[config.mk]
export PLATFORM = sky130hd
export DESIGN_NAME = iso_out_rx
export DESIGN_NICKNAME = d
export VERILOG_FILES = /design/src/rtl/iso_rx_pkg.sv /design/src/rtl/iso_rx_bufmem.sv /design/src/rtl/iso_rx_csr.sv /design/src/rtl/iso_out_rx.sv
export SDC_FILE = /design/constraint.sdc
export NUM_CORES = 2
export LEC_CHECK = 0
export ABC_CLOCK_PERIOD_IN_PS = 4950
export BUFFER_PORTS_ARGS = -buffer_cell sky130_fd_sc_hd__buf_2
export CELL_PAD_IN_SITES_DETAIL_PLACEMENT = 1
export CELL_PAD_IN_SITES_GLOBAL_PLACEMENT = 2
export CORE_MARGIN = 2
export CORE_UTILIZATION = 51
export CTS_CLUSTER_DIAMETER = 50
export DETAILED_ROUTE_END_ITERATION = 7
export PLACE_DENSITY = 0.84
export SLEW_MARGIN = 20
export SYNTH_ARGS = -nofsm -noshare
export SYNTH_HDL_FRONTEND = slang
export SYNTH_SLANG_ARGS = --single-unit
[constraint.sdc]
create_clock -name clk -period 4.95 [get_ports clk]
set_input_delay 0.495 -clock clk [delete_from_list [all_inputs] [get_ports clk]]
set_output_delay 0.495 -clock clk [all_outputs]
set_load 0.005 [all_outputs]
[src/rtl/iso_rx_pkg.sv]
package iso_rx_pkg;
  typedef enum logic [1:0] {
    BUF_FREE = 2'd0,
    BUF_FILL = 2'd1,
    BUF_FULL = 2'd2
  } buf_state_e;

  // Status word bit positions (software decodes these)
  localparam int CSR_SVC    = 0;
  localparam int CSR_PKT    = 1;
  localparam int CSR_OVF    = 2;
  localparam int CSR_DMA    = 3;
  localparam int CSR_NEMPTY = 6;
  localparam int CSR_SHORT  = 7;
endpackage

[src/rtl/iso_rx_bufmem.sv]
module iso_rx_bufmem #(
  parameter int NBUF  = 2,
  parameter int DEPTH = 256,
  parameter int DW    = 8,
  localparam int AW   = $clog2(DEPTH),
  localparam int SW   = (NBUF > 1) ? $clog2(NBUF) : 1
) (
  input  logic          clk,
  input  logic          wr_en,
  input  logic [SW-1:0] wr_sel,
  input  logic [AW-1:0] wr_addr,
  input  logic [DW-1:0] wr_data,
  input  logic [SW-1:0] rd_sel,
  input  logic [AW-1:0] rd_addr,
  output logic [DW-1:0] rd_data
);
  logic [DW-1:0] bank_q [NBUF];

  for (genvar b = 0; b < NBUF; b++) begin : g_bank
    logic [DW-1:0] mem [DEPTH];
    logic          bank_we;

    assign bank_we = wr_en && (wr_sel == SW'(b));

    always_ff @(posedge clk) begin
      if (bank_we) begin
        mem[wr_addr] <= wr_data;
      end
    end

    assign bank_q[b] = mem[rd_addr];
  end

  assign rd_data = bank_q[rd_sel];
endmodule

[src/rtl/iso_rx_csr.sv]
module iso_rx_csr
  import iso_rx_pkg::*;
#(
  parameter int RW = 32
) (
  input  logic          clk,
  input  logic          rst_n,
  input  logic          we,
  input  logic [2:0]    wbits,      // [0] clear pkt, [1] clear ovf, [2] dma mode
  input  logic          pkt_set,
  input  logic          ovf_set,
  input  logic          svc,
  input  logic          nempty,
  input  logic          short_pkt,
  input  logic          below_lvl,
  input  logic          int_en,
  output logic [RW-1:0] rdata,
  output logic          irq
);
  logic pkt_q, pkt_d;
  logic ovf_q, ovf_d;
  logic dma_q, dma_d;

  always_comb begin
    pkt_d = pkt_set | (pkt_q & ~(we & wbits[0]));
    ovf_d = ovf_set | (ovf_q & ~(we & wbits[1]));
    dma_d = we ? wbits[2] : dma_q;
  end

  always_ff @(posedge clk or negedge rst_n) begin
    if (!rst_n) begin
      pkt_q <= 1'b0;
      ovf_q <= 1'b0;
      dma_q <= 1'b0;
    end else begin
      pkt_q <= pkt_d;
      ovf_q <= ovf_d;
      dma_q <= dma_d;
    end
  end

  always_comb begin
    rdata             = '0;
    rdata[CSR_SVC]    = svc;
    rdata[CSR_PKT]    = pkt_q;
    rdata[CSR_OVF]    = ovf_q;
    rdata[CSR_DMA]    = dma_q;
    rdata[CSR_NEMPTY] = nempty;
    rdata[CSR_SHORT]  = short_pkt;
  end

  assign irq = ovf_q | (int_en & pkt_q & (~dma_q | below_lvl));
endmodule

[src/rtl/iso_out_rx.sv]
module iso_out_rx
  import iso_rx_pkg::*;
#(
  parameter int MAX_PKT   = 256,
  parameter int DMA_LEVEL = 32,
  parameter int DW        = 8,
  parameter int RW        = 32
) (
  input  logic          clk,
  input  logic          rst_n,
  input  logic          in_start,
  input  logic          in_byte_vld,
  input  logic [DW-1:0] in_byte,
  input  logic          in_end,
  input  logic          in_bad,
  input  logic          rd_en,
  output logic [DW-1:0] rd_data,
  input  logic          csr_we,
  input  logic [7:0]    csr_wdata,
  output logic [RW-1:0] csr_rdata,
  input  logic          rx_int_en,
  output logic          rx_irq
);
  localparam int NBUF = 2;
  localparam int AW   = $clog2(MAX_PKT);
  localparam int LW   = $clog2(MAX_PKT + 1);
  localparam int HW   = LW + 1;

  // reset: asserted asynchronously, released on the clock
  logic [1:0] rst_sync_q;
  logic       rst_int_n;

  always_ff @(posedge clk or negedge rst_n) begin
    if (!rst_n) rst_sync_q <= 2'b00;
    else        rst_sync_q <= {rst_sync_q[0], 1'b1};
  end
  assign rst_int_n = rst_sync_q[1];

  // buffer ring state
  buf_state_e    st_q  [NBUF];
  buf_state_e    st_d  [NBUF];
  logic [LW-1:0] len_q [NBUF];
  logic [LW-1:0] len_d [NBUF];
  logic          wr_sel_q, wr_sel_d;
  logic          rd_sel_q, rd_sel_d;
  logic          fill_q,   fill_d;
  logic          drop_q,   drop_d;
  logic [LW-1:0] fidx_q,   fidx_d;
  logic [LW-1:0] ridx_q,   ridx_d;

  logic          mem_we;
  logic [DW-1:0] mem_q;
  logic          pkt_set, ovf_set;
  logic          cur_full, oth_full, oth_sel;
  logic [LW-1:0] cur_len;
  logic [HW-1:0] held;

  assign oth_sel  = ~rd_sel_q;
  assign cur_full = (st_q[rd_sel_q] == BUF_FULL);
  assign oth_full = (st_q[oth_sel]  == BUF_FULL);
  assign cur_len  = len_q[rd_sel_q];

  always_comb begin
    for (int b = 0; b < NBUF; b++) begin
      st_d[b]  = st_q[b];
      len_d[b] = len_q[b];
    end
    wr_sel_d = wr_sel_q;
    rd_sel_d = rd_sel_q;
    fill_d   = fill_q;
    drop_d   = drop_q;
    fidx_d   = fidx_q;
    ridx_d   = ridx_q;
    pkt_set  = 1'b0;
    ovf_set  = 1'b0;
    mem_we   = in_byte_vld && fill_q && (fidx_q < LW'(MAX_PKT));

    if (mem_we) begin
      fidx_d = fidx_q + 1'b1;
    end

    if (in_start && !fill_q && !drop_q) begin
      if (st_q[wr_sel_q] == BUF_FREE) begin
        st_d[wr_sel_q] = BUF_FILL;
        fill_d         = 1'b1;
        fidx_d         = '0;
      end else begin
        drop_d  = 1'b1;
        ovf_set = 1'b1;
      end
    end

    if (in_end && fill_q) begin
      fill_d  = 1'b0;
      pkt_set = 1'b1;
      if (in_bad) begin
        st_d[wr_sel_q] = BUF_FREE;
      end else begin
        st_d[wr_sel_q]  = BUF_FULL;
        len_d[wr_sel_q] = fidx_q;
        wr_sel_d        = ~wr_sel_q;
      end
    end

    if (in_end && drop_q) begin
      drop_d = 1'b0;
    end

    if (rd_en && cur_full) begin
      if ((cur_len == '0) || (ridx_q == cur_len - 1'b1)) begin
        st_d[rd_sel_q] = BUF_FREE;
        ridx_d         = '0;
        rd_sel_d       = ~rd_sel_q;
      end else begin
        ridx_d = ridx_q + 1'b1;
      end
    end
  end

  always_ff @(posedge clk or negedge rst_int_n) begin
    if (!rst_int_n) begin
      for (int b = 0; b < NBUF; b++) begin
        st_q[b]  <= BUF_FREE;
        len_q[b] <= '0;
      end
      wr_sel_q <= 1'b0;
      rd_sel_q <= 1'b0;
      fill_q   <= 1'b0;
      drop_q   <= 1'b0;
      fidx_q   <= '0;
      ridx_q   <= '0;
    end else begin
      for (int b = 0; b < NBUF; b++) begin
        st_q[b]  <= st_d[b];
        len_q[b] <= len_d[b];
      end
      wr_sel_q <= wr_sel_d;
      rd_sel_q <= rd_sel_d;
      fill_q   <= fill_d;
      drop_q   <= drop_d;
      fidx_q   <= fidx_d;
      ridx_q   <= ridx_d;
    end
  end

  iso_rx_bufmem #(
    .NBUF  (NBUF),
    .DEPTH (MAX_PKT),
    .DW    (DW)
  ) u_mem (
    .clk     (clk),
    .wr_en   (mem_we),
    .wr_sel  (wr_sel_q),
    .wr_addr (fidx_q[AW-1:0]),
    .wr_data (in_byte),
    .rd_sel  (rd_sel_q),
    .rd_addr (ridx_q[AW-1:0]),
    .rd_data (mem_q)
  );

  // unread bytes: only the current packet can be partly read
  always_comb begin
    held = '0;
    if (cur_full) held = held + HW'(cur_len - ridx_q);
    if (oth_full) held = held + HW'(len_q[oth_sel]);
  end

  assign rd_data = (cur_full && (cur_len != '0)) ? mem_q : '0;

  iso_rx_csr #(
    .RW (RW)
  ) u_csr (
    .clk       (clk),
    .rst_n     (rst_int_n),
    .we        (csr_we),
    .wbits     (csr_wdata[3:1]),
    .pkt_set   (pkt_set),
    .ovf_set   (ovf_set),
    .svc       (cur_full | oth_full),
    .nempty    (held != '0),
    .short_pkt (cur_full && (cur_len < LW'(MAX_PKT))),
    .below_lvl (held < HW'(DMA_LEVEL)),
    .int_en    (rx_int_en),
    .rdata     (csr_rdata),
    .irq       (rx_irq)
  );
endmodule

==> reports/metrics.csv <==
stage,metric,value,unit
critical_path,worstSetupPathType,flip-flop to primary output,
placement,gp_routability_congestion,0.887,
yosys,synth_edf_count,4096,
critical_path,worstPathArrival,4.96,ns
global_routing,grtUsageTotal,31.0,%
die,core_area,0.315,mm²
yosys,synthDistinctLibCells,71,
global_routing,antenna_found_initial,26,
critical_path,crit_path_end_kind,primary output,
global_routing,grt_pass1_vias,89600,
yosys,synth-main-ff-cell,edfxtp_1,
global_routing,use_met1,41.2,%
die,floorplan.rows,206,
timing,worst_slew_pin_slew,1.25,ns
die,initial_core_util,51.3,%
drt,avgRoutedWirePerCell,40.4,µm
global_routing,grt_util_met3,7.63,%
drt,post_drt_via_cell_ratio,6.95,
clocking,cts_sinks,4145,
run_status,outcome,"finished, violations left",
timing,slew_headroom,16.7,%
placement,io_buffers,34,
yosys,synth_top_cell_by_area,edfxtp_1,
yosys,yosysMostFrequentCell,edfxtp_1,
die,die_height,567,µm
yosys,postSynthCellCount,7544,
clocking,cts.path.max_buffers,4,
yosys,synthTopCellsByCount,"edfxtp_1, mux4_2, nor2_1",
drt,dr.pass1.iters,6,
global_routing,grt_max_degree,175,
yosys,async_reset_ff_share,1.18,%
job,cap_violations,0,
global_routing,grt_pass1_wl,703,mm
global_routing,gr-max-usage-layer,met2,
final_layout,layout-drive-gt1-share,32.0,%
placement,dp_cells,11700,
clocking,cts_tree,done,
pwr,design_power_total,99.7,mW
pwr,leakagePower,59.3,nW
timing,hold_viol_final,0,
clocking,clockRootBuffer,clkbuf_16,
yosys,yosys_warnings,0,
timing,layout_setup_ws,-0.509,ns
run_status,violations,negative setup slack,
drt,drt_drc_violations_left,0,
drt,ant_nets,0,
timing,report.final.slew_viol_count,0,
final_layout,layout-area-overhead-vs-synth,17.2,%
timing,finalSetupViolCount,10,
critical_path,required,4.45,ns
critical_path,r2r_slack,0.30,ns
timing,skew,0.0636,ns
final_layout,layout.nets,8246,
clocking,htreeDepth,5,
drt,drt_iter0_markers,14000,
yosys,synth_area,0.161,mm²
global_routing,grt_overflow,0,
clocking,clk_latency,0.99,ns
clocking,clk_pin_slew,0.06,ns
timing,rsz0062_at_grt,true,
timing,finalCritPeriodShare,110,%
die,ios,66,
critical_path,start_kind,flip-flop,
timing,fin_crit,5.46,ns
global_routing,gr-usage-met2,48.0,%
pwr,cellPowerDensity,527,mW/mm²
yosys,yosys.area.top_type_share,76.2,%
timing,fmax,183,MHz
drt,postRouteWirelength,515,mm
die,die_area,0.321,mm²
die,die_w,567,µm
worst_hold_path,min_path_type,input pin to flip-flop,
drt,vias,88600,
yosys,yosysSeqAreaShare,76.9,%
yosys,avgSynthCellArea,21.4,µm²
clocking,cts_made_buffers,428,
final_layout,fin_cells,12700,
yosys,ys_seq_elements,4145,
critical_path,critPathMaxFanout,7,
pwr,ir_drop,0.000426,V
placement,dp_hpwl,285,mm
yosys,synthTopCellsByArea,"edfxtp_1, mux4_2, nor2_1",
timing,whs,0.0684,ns
path summary, 6_finish.rpt:
path / startpoint / endpoint / depth (start not counted)
worst max-delay path: ridx_q[0] / rd_data[7] / 18
worst min-delay path: in_byte[2] / u_mem.g_bank[0].mem[164][2] / 1
worst max register to register: fill_q / u_mem.g_bank[0].mem[129][3] / 7
worst min register to register: rst_sync_q[1] / u_csr.dma_q / 1
max in group asynchronous: rst_sync_q[1] / ridx_q[3] / 1
min in group asynchronous: rst_sync_q[1] / u_csr.dma_q / 1
layout make-up:
cell class,count,area (µm²)
flip-flops and latches,4145,124000
multi-input cells,2902,36800
clock inverters,292,3440
diodes,35,87.6
well taps,4160,5200
clock buffers,497,11100
inverters,27,114
repair buffers,690,8240
fillers,25900,126000
cell usage in the layout, fill, tap and decap left out, drive strengths merged, types with 80 or more instances in the layout:
master / Yosys / final
edfxtp: 4096 / 4096
a221oi: 80 / 80
a22oi: 199 / 199
mux4: 1028 / 1028
buf: 266 / 652
a21oi: 98 / 98
nand2: 109 / 109
nor2: 584 / 584
clkinv: 1 / 189
nand3: 83 / 83
mux2i: 149 / 149
clkbuf: 229 / 512
worst max-delay path: stages (launching register included):
cell and delay, ns:
dfrtp_4 0.46, buf_6 0.11, buf_8 0.14, buf_16 0.16, buf_16 0.16, buf_12 0.17
buf_4 0.12, buf_6 0.13, mux4_2 0.56, mux2i_4 0.24, a211oi_4 0.13, nor4_2 0.46
buf_4 0.22, nor3_1 0.05, buf_4 0.23, nor4_2 0.17, buf_4 0.21, nor3b_4 0.08
buf_2 0.20
cell families (layout without fill, tap and decap cells):
| group | count (synthesis) | in the layout | share of synthesized area (%) |
|---|---|---|---|
| flip-flops | 4145 | 4145 | 76.9 |
| multiplexers | 1209 | 1209 | 15.5 |
| AND/OR/NAND/NOR | 923 | 923 | 2.42 |
| AO/OA/AOI/OAI | 687 | 687 | 3.03 |
| buffers and inverters | 522 | 1506 | 1.75 |
| XOR/XNOR | 29 | 29 | 0.157 |
| adder cells (fa/ha/maj) | 27 | 27 | 0.219 |
| other | 2 | 62 | 0.00465 |
through the flow:
stage                     setup slack (ns)  utilization [%]  instance area (µm²)  setup TNS [ns]
final                               -0.509             60.1               189000           -3.26
after global routing                -0.619             60.0               189000           -3.39
after CTS                           -0.343             59.3               187000           -1.73
after detailed placement            0.0234             53.5               169000               0
after global placement               0.139             53.5               169000               0
after floorplan                      0.403                -               162000               0
timing repair:
action,4_1_cts,5_1_grt
cloned,30,15
setup buffers,108,105
resized for setup,354,229
hold buffers,10,0
setup endpoints to repair,10,10
endpoints found under the hold margin,9,0
pin swaps,57,91
flip-flops by register name (all words and copies together) (netlist names), 2 cells and up:
name and count:
u_mem.g_bank.mem 4096, len_q 18, fidx_q 9, ridx_q 9, st_q 4, rst_sync_q 2
power by group:
part	internal [mW]	switching [mW]	total, mW
clock	19.2	14.4	33.6
sequential	38.6	0.154	38.8
combinational	12.3	15.0	27.3
per-layer routing:
metal	routed length (µm)	vias to the layer above
li1	-	33000
met1	179000	46700
met2	243000	7326
met3	62000	1487
met4	31000	24
met5	158	-
Note: power is estimated with default switching activity, not from simulation.
